$ cat config.mk
export PLATFORM = sky130hd
export DESIGN_NAME = pcie_link_watch
export DESIGN_NICKNAME = d
export VERILOG_FILES = /design/src/rtl/lnkmon_pkg.sv /design/src/rtl/lnk_qualify.sv /design/src/rtl/lnk_timeout.sv /design/src/rtl/lnk_recover.sv /design/src/rtl/pcie_link_watch.sv
export SDC_FILE = /design/constraint.sdc
export NUM_CORES = 1
export LEC_CHECK = 0
export BUFFER_PORTS_ARGS = -buffer_cell sky130_fd_sc_hd__clkbuf_2
export CAP_MARGIN = 20
export CELL_PAD_IN_SITES_DETAIL_PLACEMENT = 0
export CELL_PAD_IN_SITES_GLOBAL_PLACEMENT = 1
export CORE_AREA = 2 2 69 71
export CTS_CLUSTER_SIZE = 24
export DETAILED_ROUTE_END_ITERATION = 7
export DIE_AREA = 0 0 71 73
export MAX_ROUTING_LAYER = met4
export PLACE_DENSITY = 0.79
export SYNTH_ARGS = -nofsm -noshare
export SYNTH_HDL_FRONTEND = slang
export SYNTH_SLANG_ARGS = --single-unit
export TNS_END_PERCENT = 20
$ cat constraint.sdc
create_clock -name clk -period 1.58 [get_ports clk]
set_input_delay 0.158 -clock clk [delete_from_list [all_inputs] [get_ports clk]]
set_output_delay 0.158 -clock clk [all_outputs]
set_load 0.01 [all_outputs]
$ cat src/rtl/lnkmon_pkg.sv
package lnkmon_pkg;

    localparam int LTSSM_W = 6;

    typedef enum logic [2:0] {
        RS_IDLE,
        RS_SETTLE,
        RS_CHECK,
        RS_PULSE,
        RS_DONE
    } rec_state_e;

    typedef struct packed {
        logic [LTSSM_W-1:0] ltssm;
        logic               rx_valid;
    } phy_snap_t;

    function automatic logic stall_seen(phy_snap_t s, logic [LTSSM_W-1:0] lock_code);
        return (s.ltssm == lock_code) && !s.rx_valid;
    endfunction

endpackage

$ cat src/rtl/lnk_qualify.sv
module lnk_qualify
    import lnkmon_pkg::*;
#(
    parameter int DBG_W       = 32,
    parameter int RXS_W       = 16,
    parameter int UP_BIT      = 4,
    parameter int TRAIN_BIT   = 29,
    parameter int RXVALID_BIT = 0
) (
    input  logic             clk,
    input  logic             rst,
    input  logic [DBG_W-1:0] dbg_w0,
    input  logic [DBG_W-1:0] dbg_w1,
    input  logic [RXS_W-1:0] rx_stat,
    output logic             link_up,
    output phy_snap_t        snap
);
    logic up_now;

    assign up_now        = dbg_w1[UP_BIT] && !dbg_w1[TRAIN_BIT];
    assign snap.ltssm    = dbg_w0[LTSSM_W-1:0];
    assign snap.rx_valid = rx_stat[RXVALID_BIT];

    always_ff @(posedge clk) begin
        if (rst) link_up <= 1'b0;
        else     link_up <= up_now;
    end

    logic spare_unused;
    assign spare_unused = ^dbg_w0 ^ ^dbg_w1 ^ ^rx_stat;
endmodule

$ cat src/rtl/lnk_timeout.sv
module lnk_timeout #(
    parameter int TIMEOUT_TICKS = 50
) (
    input  logic clk,
    input  logic rst,
    input  logic start,
    input  logic ms_tick,
    input  logic link_up,
    output logic link_timeout
);
    localparam int TW = $clog2(TIMEOUT_TICKS + 1);
    localparam logic [TW-1:0] T_LAST = TW'(TIMEOUT_TICKS - 1);

    logic          armed;
    logic [TW-1:0] tcnt;

    always_ff @(posedge clk) begin
        if (rst) begin
            armed        <= 1'b0;
            tcnt         <= '0;
            link_timeout <= 1'b0;
        end else if (start) begin
            armed        <= 1'b1;
            tcnt         <= '0;
            link_timeout <= 1'b0;
        end else if (armed) begin
            if (link_up) begin
                armed <= 1'b0;
            end else if (ms_tick) begin
                if (tcnt == T_LAST) begin
                    link_timeout <= 1'b1;
                    armed        <= 1'b0;
                end else begin
                    tcnt <= tcnt + TW'(1);
                end
            end
        end
    end

    // once raised, the timeout flag is only cleared by a new start
    a_r2_timeout_sticky: assert property (@(posedge clk) disable iff (rst)
        (link_timeout && !start) |=> link_timeout);

    // a link seen while waiting never produces a fresh timeout
    a_r3_no_timeout_after_up: assert property (@(posedge clk) disable iff (rst)
        (link_up && !start) |=> !$rose(link_timeout));
endmodule

$ cat src/rtl/lnk_recover.sv
module lnk_recover
    import lnkmon_pkg::*;
#(
    parameter int                  RXS_W        = 16,
    parameter logic [LTSSM_W-1:0]  RCVRLOCK     = 6'h0D,
    parameter int                  DATA_EN_BIT  = 5,
    parameter int                  PLL_EN_BIT   = 3,
    parameter int                  SETTLE_TICKS = 2,
    parameter int                  PULSE_TICKS  = 1
) (
    input  logic             clk,
    input  logic             rst,
    input  logic             start,
    input  logic             ms_tick,
    input  phy_snap_t        snap,
    output logic             stuck,
    output logic [RXS_W-1:0] rx_ovrd
);
    localparam int CMAX = (SETTLE_TICKS > PULSE_TICKS) ? SETTLE_TICKS : PULSE_TICKS;
    localparam int CW   = $clog2(CMAX + 1);
    localparam logic [CW-1:0]    SETTLE_LAST = CW'(SETTLE_TICKS - 1);
    localparam logic [CW-1:0]    PULSE_LAST  = CW'(PULSE_TICKS - 1);
    localparam logic [RXS_W-1:0] OVRD_MASK   =
        (RXS_W'(1) << DATA_EN_BIT) | (RXS_W'(1) << PLL_EN_BIT);

    rec_state_e    state;
    logic [CW-1:0] cnt;
    logic          stall;

    assign stall = stall_seen(snap, RCVRLOCK);

    always_ff @(posedge clk) begin
        if (rst) begin
            state   <= RS_IDLE;
            cnt     <= '0;
            stuck   <= 1'b0;
            rx_ovrd <= '0;
        end else if (start) begin
            state   <= RS_SETTLE;
            cnt     <= '0;
            stuck   <= 1'b0;
            rx_ovrd <= '0;
        end else begin
            unique case (state)
                RS_SETTLE: begin
                    if (ms_tick) begin
                        if (cnt == SETTLE_LAST) begin
                            state <= RS_CHECK;
                            cnt   <= '0;
                        end else begin
                            cnt <= cnt + CW'(1);
                        end
                    end
                end
                RS_CHECK: begin
                    if (stall) begin
                        stuck   <= 1'b1;
                        rx_ovrd <= OVRD_MASK;
                        state   <= RS_PULSE;
                    end else begin
                        state <= RS_DONE;
                    end
                end
                RS_PULSE: begin
                    if (ms_tick) begin
                        if (cnt == PULSE_LAST) begin
                            rx_ovrd <= '0;
                            state   <= RS_DONE;
                            cnt     <= '0;
                        end else begin
                            cnt <= cnt + CW'(1);
                        end
                    end
                end
                RS_DONE: begin
                    if (stall) stuck <= 1'b1;
                end
                default: ;
            endcase
        end
    end

    // the override request is either fully forced or fully released
    a_r6_ovrd_shape: assert property (@(posedge clk) disable iff (rst)
        (rx_ovrd == '0) || (rx_ovrd == OVRD_MASK));

    // a forced override always comes with the stuck flag
    a_r6_ovrd_implies_stuck: assert property (@(posedge clk) disable iff (rst)
        (rx_ovrd != '0) |-> stuck);

    // once the attempt is past its check, no new pulse may begin
    a_r7_single_pulse: assert property (@(posedge clk) disable iff (rst)
        (state == RS_DONE && !start) |=> (rx_ovrd == '0));
endmodule

$ cat src/rtl/pcie_link_watch.sv
module pcie_link_watch
    import lnkmon_pkg::*;
#(
    parameter int                 DBG_W         = 32,
    parameter int                 RXS_W         = 16,
    parameter int                 UP_BIT        = 4,
    parameter int                 TRAIN_BIT     = 29,
    parameter int                 RXVALID_BIT   = 0,
    parameter logic [LTSSM_W-1:0] RCVRLOCK      = 6'h0D,
    parameter int                 DATA_EN_BIT   = 5,
    parameter int                 PLL_EN_BIT    = 3,
    parameter int                 SETTLE_TICKS  = 2,
    parameter int                 PULSE_TICKS   = 1,
    parameter int                 TIMEOUT_TICKS = 50
) (
    input  logic             clk,
    input  logic             rst,
    input  logic [DBG_W-1:0] dbg_w0,
    input  logic [DBG_W-1:0] dbg_w1,
    input  logic [RXS_W-1:0] rx_stat,
    input  logic             start,
    input  logic             ms_tick,
    output logic             link_up,
    output logic             link_timeout,
    output logic             stuck,
    output logic [RXS_W-1:0] rx_ovrd
);
    phy_snap_t snap;

    lnk_qualify #(
        .DBG_W(DBG_W), .RXS_W(RXS_W), .UP_BIT(UP_BIT),
        .TRAIN_BIT(TRAIN_BIT), .RXVALID_BIT(RXVALID_BIT)
    ) u_qualify (
        .clk(clk), .rst(rst), .dbg_w0(dbg_w0), .dbg_w1(dbg_w1),
        .rx_stat(rx_stat), .link_up(link_up), .snap(snap)
    );

    lnk_timeout #(.TIMEOUT_TICKS(TIMEOUT_TICKS)) u_timeout (
        .clk(clk), .rst(rst), .start(start), .ms_tick(ms_tick),
        .link_up(link_up), .link_timeout(link_timeout)
    );

    lnk_recover #(
        .RXS_W(RXS_W), .RCVRLOCK(RCVRLOCK), .DATA_EN_BIT(DATA_EN_BIT),
        .PLL_EN_BIT(PLL_EN_BIT), .SETTLE_TICKS(SETTLE_TICKS),
        .PULSE_TICKS(PULSE_TICKS)
    ) u_recover (
        .clk(clk), .rst(rst), .start(start), .ms_tick(ms_tick),
        .snap(snap), .stuck(stuck), .rx_ovrd(rx_ovrd)
    );

    // a qualified link indication follows the debug bits by one cycle
    a_r1_up_follows: assert property (@(posedge clk) disable iff (rst)
        (dbg_w1[UP_BIT] && !dbg_w1[TRAIN_BIT]) |=> link_up);

    a_r1_down_follows: assert property (@(posedge clk) disable iff (rst)
        !(dbg_w1[UP_BIT] && !dbg_w1[TRAIN_BIT]) |=> !link_up);

    // a start wipes the per-attempt results
    a_r8_start_clears: assert property (@(posedge clk) disable iff (rst)
        start |=> (!stuck && !link_timeout && rx_ovrd == '0));
endmodule

[After elaboration in Yosys (flattened, before gate mapping)]
Index checks and enable logic that the tools add are counted.
Operators by class
  add/subtract/negate cells: 2
  eq/ne operators: 16
  mux-type cells: 21
  bitwise logic cells: 2
  reduce and logical (&&, ||, !) cells: 18
Operators with widths (number)
  $mux 16: 3
  $pmux 16 s2: 1
  $mux 3: 5
  $reduce_and 4->1: 3
  $reduce_and 5->1: 2
  $pmux 3 s3: 1
  $mux 2: 4
  $add 6x1->6 const B: 1
  $eq 3x2->1 const B: 2
  $eq 6x4->1 const B: 1
  $eq 6x6->1 const B: 1
  $mux 1: 6
  $ne 2x1->1 const B: 3
  $ne 3x2->1 const B: 2
  $ne 3x3->1 const B: 2
  $ne 2x2->1 const B: 2
  $pmux 2 s2: 1
  $reduce_bool 2->1: 2
  $reduce_bool 4->1: 1
  $reduce_or 2->1: 2
  $eq 3x1->1 const B: 1
  $eq 3x3->1 const B: 1
  $reduce_and 3->1: 1
  $reduce_bool 3->1: 1
  other kinds (7): 10
Word-level totals
  flip-flop bits (word level): 31
  bits of input ports: 84
  output and inout bits: 19
  word-level logic and storage cells: 68

[Logic depth before layout (Yosys ltp)]
Gate-level depths: netlist of run 1.
  word-level depth: 6
  mapped depth: 5
  depth with buffers taken out: 5

[Hierarchy]
A second synthesis of run 1 with hierarchy kept.
Unflattened totals
  cells, all modules: 113
  area total of the unflattened synthesis: 1031.0 um^2
By module, submodules not included
  lnk_recover: instances 1, cells an instance 58, area each 529.3 um^2, sequential area each 140.1 um^2
  lnk_timeout: instances 1, cells an instance 46, area each 416.6 um^2, sequential area each 160.2 um^2
  lnk_qualify: instances 1, cells an instance 9, area each 85.1 um^2, sequential area each 20.0 um^2

[Worst setup path before layout of run 1]
OpenSTA, ideal clock, no wires.
  path kind: register to register
  start: register u_timeout.tcnt[1]
  end: register u_timeout.armed
  setup time: 0.070 ns
  arrival: 1.232 ns
  required time: 1.510 ns
  path slack: 0.278 ns
  stages on the path, launching flop included: 6
  path buffers: 0
  period minus slack after synthesis: 1.302 ns
  cell sequence: dfxtp_1 -> inv_1 -> ha_1 -> and4b_1 -> a311o_1 -> a21oi_1
Between the ends
  word-level cells in the longest chain between the ends: 6
Ends and longest elaborated chain
  from (decl): RTL line lnk_timeout.sv:15  | logic [TW-1:0] tcnt;
  from (signal assigned): RTL line lnk_timeout.sv:34  | tcnt <= tcnt + TW'(1);
  $eq 6x6->1: RTL line lnk_timeout.sv:30  | if (tcnt == T_LAST) begin
  $mux 1: RTL line lnk_timeout.sv:30
  $mux 1: RTL line lnk_timeout.sv:29  | end else if (ms_tick) begin
  $mux 1: RTL line lnk_timeout.sv:27  | if (link_up) begin
  $mux 1: RTL line lnk_timeout.sv:26  | end else if (armed) begin
  $mux 1: RTL line lnk_timeout.sv:22  | end else if (start) begin
  to (signal assigned): RTL line lnk_timeout.sv:23  | armed <= 1'b1;
  to (signal assigned): RTL line lnk_timeout.sv:28  | armed <= 1'b0;
  to (signal assigned): RTL line lnk_timeout.sv:32  | armed <= 1'b0;
  to (decl): RTL line lnk_timeout.sv:14  | logic armed;
Every way passes these cells.
A chain may end at the register's enable or synchronous reset.

[Worst setup path after layout of run 1]
Same ends and word-level chain as after synthesis.

==> out/metrics.cfg, run 1 <==
[cts]
clkLatencyLatePin_ns=0.25
cts_root_buf=clkbuf_8
post_cts_resized=0
cts_tree=yes
htreeDepth=1
cts_hold_buf=0
cts_inserted_buffers=3
cts_max_path_buffers=2
clkSinkCount=16
cts_setup_buffers=0
clk_pin_slew_ns=0.06

[synthesis]
syn_area_um2=938
synthCells=106
netlist.area_leader.share=0.341
synth.mux.area_fraction=0.0427
synth_top_area_cell=dfxtp_1
synthArstFlopShare=0
synth_compound_area_frac=0.168
synth_cell_types=37
synth_ff_type=dfxtp_1
seq_area_frac_synth=0.341
yosys_warnings=0
synth.avg_cell_area_um2=8.85
synth_fa_ha_area_frac=0.0667
synth_top_family_by_area=simple AND/OR/NAND/NOR gates
synth-xor-area-share=0.00933
ys_ff_latch=16
synth_enable_flop_cells=0
synth.area.top_cells=dfxtp_1, buf_4, ha_1
yosys.area_share.simple=0.208

[placed_design]
dpl.hpwl_um=1360
portBuffers=17
gp_congestion=0.766
placedInstanceArea_um2=1020

[pwr]
cellPowerDensity_nw_per_um2=806
sw_frac_of_total=0.232
ir_drop_uv=295
p_leak_nw=0.461
switching_power_w=0.000200
p_comb_frac=0.091
p_seq_frac=0.486
clkPwrFrac=0.424
p_total_w=0.000864
internal_power_w=0.000663

[cells_and_area]
fin_util=0.236
nNetsFinal=212
final_area_um2=1070
diodes=0
area_growth_syn_to_layout_pct=14.1
fillers=486
drive_above_1_share=0.230

[timing]
worst_pin_slew_ns=0.503
fin_skew_ns=0.00389
min_period_over_period=0.885
maxSlewHeadroom=0.660
setup_violations=0
max_freq_mhz=715
finalMaxSlewViolations=0
min_period_ns=1.40
hold_viol=0
grt_setup_unrepaired=no
hold_slack_ns=0.0679
finalSetupTns_ns=0

[grt]
grt-ovfl-total=0
grt_pass1_vias=624
grt_antenna_before_repair=0
grt_pass1_wl_um=2820
grt_usage=0.0747
grt_start_max_net_pins=10

[hold_path]
holdCritPathClass=in -> reg

[critical_path]
cp-start-kind=flop
end_kind=flop
critical_path_class=reg -> reg
required_ns=1.77
arrival_ns=1.58
cp_max_fo=4

[drt]
wire_per_inst_um=10.1
detail-route-antenna-nets=0
drtIter0Drc=51
first_pass_iters=4
via_per_inst=4.29
vias=755
wl_um=1770
drc=0

[floorplan]
start_util=0.207
coreArea_um2=4540
die_area_um2=5180
die_h_um=73
rows=25
num_io_pins=103
die_w_um=71

[run]
drv_cap=0

[status]
status=finished, final reports clean

[through the flow]
stage	std cells	setup WS (ns)
final	176	0.182
after global routing	176	0.0894
after CTS	176	0.178
after detailed placement	172	0.188
after global placement	172	0.212
after floorplan	119	0.278
[worst paths after layout]
kind	start	to	slack [ns]	cells past startpoint
setup / recovery	u_timeout.tcnt[1]	u_timeout.armed	0.18	5
hold / removal	dbg_w1[29]	u_qualify.link_up	0.07	2
setup reg to reg	u_timeout.tcnt[1]	u_timeout.armed	0.18	5
hold reg to reg	u_timeout.link_timeout	u_timeout.link_timeout	0.48	2
[state kept, by name (all words and copies together), names as in the netlist]
register,cells
u_qualify.link_up,1
u_recover.cnt,2
u_recover.rx_ovrd,1
u_recover.state,3
u_recover.stuck,1
u_timeout.armed,1
u_timeout.link_timeout,1
u_timeout.tcnt,6
[kinds of logic (layout without fill, tap and decap cells)]
family	Yosys count	after routing
simple gates	29	29
flops	16	16
xor+xnor	1	1
mux	4	4
buf+inv	25	28
other cells	1	14
fa+ha+maj	5	5
compound gates	25	25
[cells in the final DEF (no fill, tap or decap), drive strengths merged, types with 2 or more instances in the layout]
| master | count |
|---|---|
| a21oi | 9 |
| or3 | 3 |
| a31oi | 3 |
| conb | 14 |
| o21ai | 5 |
| nand4b | 3 |
| mux2i | 4 |
| and3b | 2 |
| nand2 | 4 |
| ha | 5 |
| clkbuf | 21 |
| nand3b | 2 |
| dfxtp | 16 |
| a31o | 2 |
| nor2 | 4 |
| inv | 7 |
[cell usage after synthesis (all sizes together) (2+ instances only)]
| cell type | n |
|---|---|
| a21oi | 9 |
| nand2 | 4 |
| ha | 5 |
| a31oi | 3 |
| nand3b | 2 |
| clkbuf | 3 |
| and3b | 2 |
| nand4b | 3 |
| buf | 15 |
| o21ai | 5 |
| dfxtp | 16 |
| nor2 | 4 |
| a31o | 2 |
| mux2i | 4 |
| inv | 7 |
| or3 | 3 |
[routing by layer]
| layer | wire [µm] | track usage | part of all wire |
|---|---|---|---|
| met1 | 875 | 0.0918 | 0.49 |
| met2 | 698 | 0.0987 | 0.39 |
| met4 | 68 | 0.0692 | 0.038 |
| met3 | 128 | 0.0180 | 0.072 |
| met5 | 0 | - | 0 |
[worst max-delay path, stage by stage, from the launching register on]
cell and delay [ns]:
dfxtp_1 0.37, inv_1 0.06, ha_1 0.19, and4b_1 0.23, a311o_1 0.36, a21oi_1 0.13
[power groups by stage]
stage	logic (W)	registers, W	clock network, W
after global routing	0.0000883	0.000420	0.000393
after detailed placement	0.0000786	0.000429	0
after global placement	0.0000775	0.000428	0
final	0.0000785	0.000419	0.000366
after CTS	0.0000791	0.000420	0.000375
after floorplan	0.0000770	0.000427	0
[layout make-up]
| type | instances | area, µm² | share of cell area |
|---|---|---|---|
| clock buffers | 4 | 55.1 | 0.0514 |
| inverters | 7 | 26.3 | 0.0245 |
| multi-input cells | 78 | 517 | 0.482 |
| flip-flops and latches | 16 | 320 | 0.299 |
| well taps | 54 | 67.6 | 0.0631 |
| repair buffers | 17 | 85.1 | 0.0794 |
Power figures use the tool's default switching activity.
==> inputs of run 2 (changes only) <==
- SETUP_SLACK_MARGIN: default -> 0.2
==> run 2 against run 1 <==
  * Count of clock-buffer cells in the layout did not move
  * Largest cell class unchanged
  * Register-to-register slack improved by 0.04 ns
  * Critical path type unchanged
  * Routed wire length is the same
==> out/metrics.cfg, run 2 (synthesis results as in run 1) <==
[cts]
clkLatencyLatePin_ns=0.25  ; about the same
clkSinkCount=16  ; unchanged
htreeDepth=1  ; unchanged
cts_setup_buffers=0  ; unchanged
cts_tree=yes  ; unchanged
cts_hold_buf=0  ; unchanged
cts_root_buf=clkbuf_8  ; unchanged
cts_inserted_buffers=3  ; unchanged
clk_pin_slew_ns=0.06  ; about the same
cts_max_path_buffers=2  ; unchanged

[grt]
grt-ovfl-total=0  ; unchanged
grt_usage=0.0747  ; unchanged
grt_pass1_vias=624  ; unchanged
grt_antenna_before_repair=0  ; unchanged
grt_start_max_net_pins=10  ; unchanged
grt_pass1_wl_um=2820  ; unchanged

[drt]
via_per_inst=4.29  ; unchanged
vias=755  ; unchanged
wire_per_inst_um=10.1  ; unchanged
wl_um=1770  ; unchanged
drc=0  ; unchanged
first_pass_iters=4  ; unchanged
detail-route-antenna-nets=0  ; unchanged
drtIter0Drc=51  ; unchanged

[timing]
hold_viol=0  ; unchanged
min_period_ns=1.36  ; was 1.40 ns
finalSetupTns_ns=0  ; unchanged
finalMaxSlewViolations=0  ; unchanged
fin_skew_ns=0.00389  ; unchanged
max_freq_mhz=737  ; was 715 MHz
worst_pin_slew_ns=0.503  ; unchanged
min_period_over_period=0.859  ; was 0.885
maxSlewHeadroom=0.660  ; unchanged
setup_violations=0  ; unchanged
grt_setup_unrepaired=yes  ; was no

[placed_design]
portBuffers=17  ; unchanged
dp_cells=172  ; unchanged
placedInstanceArea_um2=1020  ; unchanged
gp_congestion=0.766  ; unchanged
dpl.hpwl_um=1360  ; unchanged

[hold_path]
holdCritPathClass=in -> reg  ; unchanged

[floorplan]
die_w_um=71  ; unchanged
coreArea_um2=4540  ; unchanged
num_io_pins=103  ; unchanged
rows=25  ; unchanged
start_util=0.207  ; unchanged
die_area_um2=5180  ; unchanged
die_h_um=73  ; unchanged

[critical_path]
critPathBufInv=1  ; unchanged
end_kind=flop  ; unchanged
slowest_delay_ns=0.36  ; was 0.37 ns
crit_path_top_delay_cell=a311o_1  ; was dfxtp_1
cp-start-kind=flop  ; unchanged
arrival_ns=1.54  ; was 1.58 ns
cp_max_fo=4  ; unchanged
crit_family=compound AO/OA/AOI/OAI gates  ; unchanged
critical_path_class=reg -> reg  ; unchanged
required_ns=1.77  ; about the same
crit_chain=inv_1, ha_1, and4b_1, a311o_1, a21oi_1  ; unchanged

[cells_and_area]
area_growth_syn_to_layout_pct=14.3  ; was 14.1%
top_register=u_timeout.tcnt  ; unchanged
final_common_cell=clkbuf_2  ; unchanged
diodes=0  ; unchanged
drive_above_1_share=0.238  ; was 0.230
fillers=485  ; was 486
final_area_um2=1070  ; about the same
largest_reg_flops=6  ; unchanged
most-common-layout-cells=clkbuf_2, dfxtp_1, conb_1, a21oi_1, inv_1  ; unchanged
top_regs=u_timeout.tcnt x6, u_recover.state x3, u_recover.cnt x2  ; unchanged
final_cells=176  ; unchanged
fin_util=0.236  ; about the same
nNetsFinal=212  ; unchanged

[pwr]
ir_drop_uv=295  ; unchanged
p_leak_nw=0.462  ; was 0.461 nW
cellPowerDensity_nw_per_um2=806  ; about the same

[run]
drv_cap=0  ; unchanged

[status]
status=finished, final reports clean  ; unchanged

==> run 2: changes by cell type in the layout (fill, tap and decap cells not counted) <==
cell / previous run / this run
dfxtp_1: 16 / 15
dfxtp_2: 0 / 1
==> run 2: final cells by class <==
cell class,instances,area [µm²],area share
Sequential cell,16,322,0.300
Timing Repair Buffer,17,85.1,0.0793
Tap cell,54,67.6,0.0630
Clock buffer,4,55.1,0.0513
Inverter,7,26.3,0.0245
Multi-Input combinational cell,78,517,0.482
==> run 2: metal layers <==
metal,GRT usage,vias up,wire length (µm)
met5,-,-,0
met4,0.0692,0,68
met3,0.0180,4,128
met2,0.0987,27,698
met1,0.0918,343,875
li1,-,381,-
==> run 2: worst reg2reg max path, stage by stage (launching register included) <==
cell     delay [ns]
dfxtp_2        0.35
inv_1          0.05
ha_1           0.18
and4b_1        0.23
a311o_1        0.36
a21oi_1        0.13
==> run 2: path summary, 6_finish.rpt <==
path                                                to  slack [ns]              startpoint  cells past startpoint
worst max-delay path                   u_timeout.armed        0.22       u_timeout.tcnt[1]                      5
worst min-delay path                 u_qualify.link_up        0.07              dbg_w1[29]                      2
worst max register to register         u_timeout.armed        0.22       u_timeout.tcnt[1]                      5
worst min register to register  u_timeout.link_timeout        0.48  u_timeout.link_timeout                      2
==> run 2: timing repair <==
action,4_1_cts,5_1_grt
setup endpoints to repair,1,6
gates resized for setup,1,0
endpoints found under the hold margin,0,0
pin swaps,0,0
==> run 2: through the flow <==
| stage | hold slack, ns | worst slack (ns) | power [W] |
|---|---|---|---|
| global placement | 0.331 | 0.212 | 0.000506 |
| global route | 0.0628 | 0.135 | 0.000902 |
| floorplan | 0.227 | 0.278 | 0.000504 |
| CTS | 0.0627 | 0.219 | 0.000874 |
| finish | 0.0679 | 0.223 | 0.000864 |
| detailed placement | 0.332 | 0.188 | 0.000507 |
==> run 2: power breakdown <==
part	switching, W	internal [W]	total, W
clock network	0.000145	0.000221	0.000366
logic	0.0000476	0.0000309	0.0000785
registers	0.00000825	0.000411	0.000420
==> inputs of run 3 (changes only) <==
--- a/config.mk
+++ b/config.mk
@@ -15,2 +15,3 @@
 export DIE_AREA = 0 0 71 73
+export HOLD_SLACK_MARGIN = 0.12
 export MAX_ROUTING_LAYER = met4
==> constraint.sdc (replaced) <==
create_clock -name clk -period 1.58 [get_ports clk]
set_input_delay 0 -clock clk [delete_from_list [all_inputs] [get_ports clk]]
set_output_delay 0 -clock clk [all_outputs]
set_load 0.01 [all_outputs]
==> run 3 against run 2 <==
  * Flip-flop and latch count is the same
  * Sequential share of layout area shrank 1.1 points
  * Global-route usage is essentially flat
  * Register-to-register slack is essentially flat
  * Critical endpoint unchanged
  * Critical path type unchanged
==> out/metrics.cfg, run 3 (synthesis results as in run 1) <==
[cells_and_area]
area_growth_syn_to_layout_pct=18.5  ; was 14.3%
nNetsFinal=216  ; was 212
largest_reg_flops=6  ; unchanged
top_regs=u_timeout.tcnt x6, u_recover.state x3, u_recover.cnt x2  ; unchanged
top_register=u_timeout.tcnt  ; unchanged
final_cells=180  ; was 176
final_common_cell=clkbuf_2  ; unchanged
most-common-layout-cells=clkbuf_2, dfxtp_1, conb_1, a21oi_1, inv_1  ; unchanged
diodes=0  ; unchanged
drive_above_1_share=0.230  ; was 0.238

[critical_path]
cp-start-kind=flop  ; unchanged
critPathBufInv=0  ; was 1
required_ns=1.77  ; about the same
critical_path_class=reg -> reg  ; unchanged
slowest_delay_ns=0.36  ; about the same
arrival_ns=1.54  ; about the same
cp_max_fo=5  ; was 4
crit_chain=ha_1, and4b_1, a311o_1, a21oi_1  ; was inv_1, ha_1, and4b_1, a311o_1, a21oi_1
crit_path_top_delay_cell=a311o_1  ; unchanged
worst-r2r-setup-slack_ns=0.22  ; about the same
end_kind=flop  ; unchanged
crit_family=compound AO/OA/AOI/OAI gates  ; unchanged

[timing]
finalMaxSlewViolations=0  ; unchanged
hold_viol=0  ; unchanged
finalSetupTns_ns=0  ; unchanged
grt_setup_unrepaired=yes  ; unchanged
hold_slack_ns=0.114  ; was 0.0679 ns
min_period_ns=1.36  ; about the same
min_period_over_period=0.859  ; about the same
setup_violations=0  ; unchanged
max_freq_mhz=736  ; was 737 MHz
worst_pin_slew_ns=0.503  ; unchanged
maxSlewHeadroom=0.660  ; unchanged
fin_skew_ns=0.00387  ; was 0.00389 ns

[drt]
wl_um=1790  ; was 1770 µm
via_per_inst=4.24  ; was 4.29
drc=0  ; unchanged
detail-route-antenna-nets=0  ; unchanged
vias=763  ; was 755
drtIter0Drc=48  ; was 51
wire_per_inst_um=9.92  ; was 10.1 µm
first_pass_iters=4  ; unchanged

[cts]
htreeDepth=1  ; unchanged
clk_pin_slew_ns=0.07  ; was 0.06 ns
clkSinkCount=16  ; unchanged
cts_inserted_buffers=3  ; unchanged
clkLatencyLatePin_ns=0.25  ; about the same
cts_max_path_buffers=2  ; unchanged
cts_root_buf=clkbuf_8  ; unchanged
cts_tree=yes  ; unchanged
cts_setup_buffers=0  ; unchanged

[grt]
use_met1=0.0927  ; was 0.0918
grt_pass1_wl_um=2830  ; was 2820 µm
gr-usage-met3=0.0138  ; was 0.0180
grt.busiest_layer=met2  ; unchanged
grt_antenna_before_repair=0  ; unchanged
grt-ovfl-total=0  ; unchanged
grt_usage=0.0744  ; was 0.0747
gr-usage-met2=0.0997  ; was 0.0987
grt_start_max_net_pins=10  ; unchanged
grt_pass1_vias=630  ; was 624

[pwr]
p_leak_nw=0.481  ; was 0.462 nW
ir_drop_uv=295  ; about the same
cellPowerDensity_nw_per_um2=783  ; was 806 nW/µm²

[placed_design]
dpl.hpwl_um=1360  ; unchanged
dp_cells=172  ; unchanged
gp_congestion=0.766  ; unchanged
portBuffers=17  ; unchanged

[run]
drv_cap=0  ; unchanged

[floorplan]
coreArea_um2=4540  ; unchanged
die_h_um=73  ; unchanged
die_w_um=71  ; unchanged
start_util=0.207  ; unchanged
rows=25  ; unchanged
die_area_um2=5180  ; unchanged
num_io_pins=103  ; unchanged

[status]
status=finished, final reports clean  ; unchanged

[hold_path]
holdCritPathClass=in -> reg  ; unchanged

run 3: cell types whose count changed in the layout (fill, tap and decap cells not counted):
cell	change
dlygate4sd3_1	+4
run 3: area by class of cell:
| class | instances | area [µm²] |
|---|---|---|
| clock buffer | 4 | 55.1 |
| fill | 482 | 3420 |
| inverter | 7 | 26.3 |
| multi-input combinational | 78 | 517 |
| sequential | 16 | 322 |
| tap | 54 | 67.6 |
| timing repair buffer | 21 | 125 |
run 3: report_power, final:
part | internal (W) | switching [W] | total, W
clock | 0.000221 | 0.000145 | 0.000366
combinational | 0.0000368 | 0.0000488 | 0.0000856
sequential | 0.000411 | 0.00000831 | 0.000420
run 3: what timing repair did:
action,CTS,global route
hold buffers,4,0
endpoints found under the hold margin,4,0
gates resized for setup,1,0
endpoints found under the setup margin,1,6
pin swaps,0,0
run 3: metrics by stage:
step | power (W) | cell area [µm²] | setup WS, ns | util
6_report | 0.000871 | 1110 | 0.222 | 0.245
5_1_grt | 0.000909 | 1110 | 0.135 | 0.245
4_1_cts | 0.000881 | 1110 | 0.219 | 0.245
3_5_place_dp | 0.000507 | 1020 | 0.188 | 0.224
3_3_place_gp | 0.000506 | 1020 | 0.212 | 0.224
2_1_floorplan | 0.000504 | 987 | 0.278 | -
run 3: routing by layer:
metal,up-vias,share of wire
met4,0,0.038
met2,27,0.39
met5,-,0
met3,4,0.063
li1,389,-
met1,343,0.50
run 3: worst reg2reg max path: stages, from the launching register on:
cell	delay (ns)
dfxtp_1	0.35
ha_1	0.22
and4b_1	0.23
a311o_1	0.36
a21oi_1	0.13
run 3: path summary, 6_finish.rpt:
path | from | cells after the start | endpoint
worst max-delay path | u_timeout.tcnt[0] | 4 | u_timeout.armed
worst min-delay path | rx_stat[0] | 4 | u_recover.stuck
worst max register to register | u_timeout.tcnt[0] | 4 | u_timeout.armed
worst min register to register | u_timeout.link_timeout | 2 | u_timeout.link_timeout
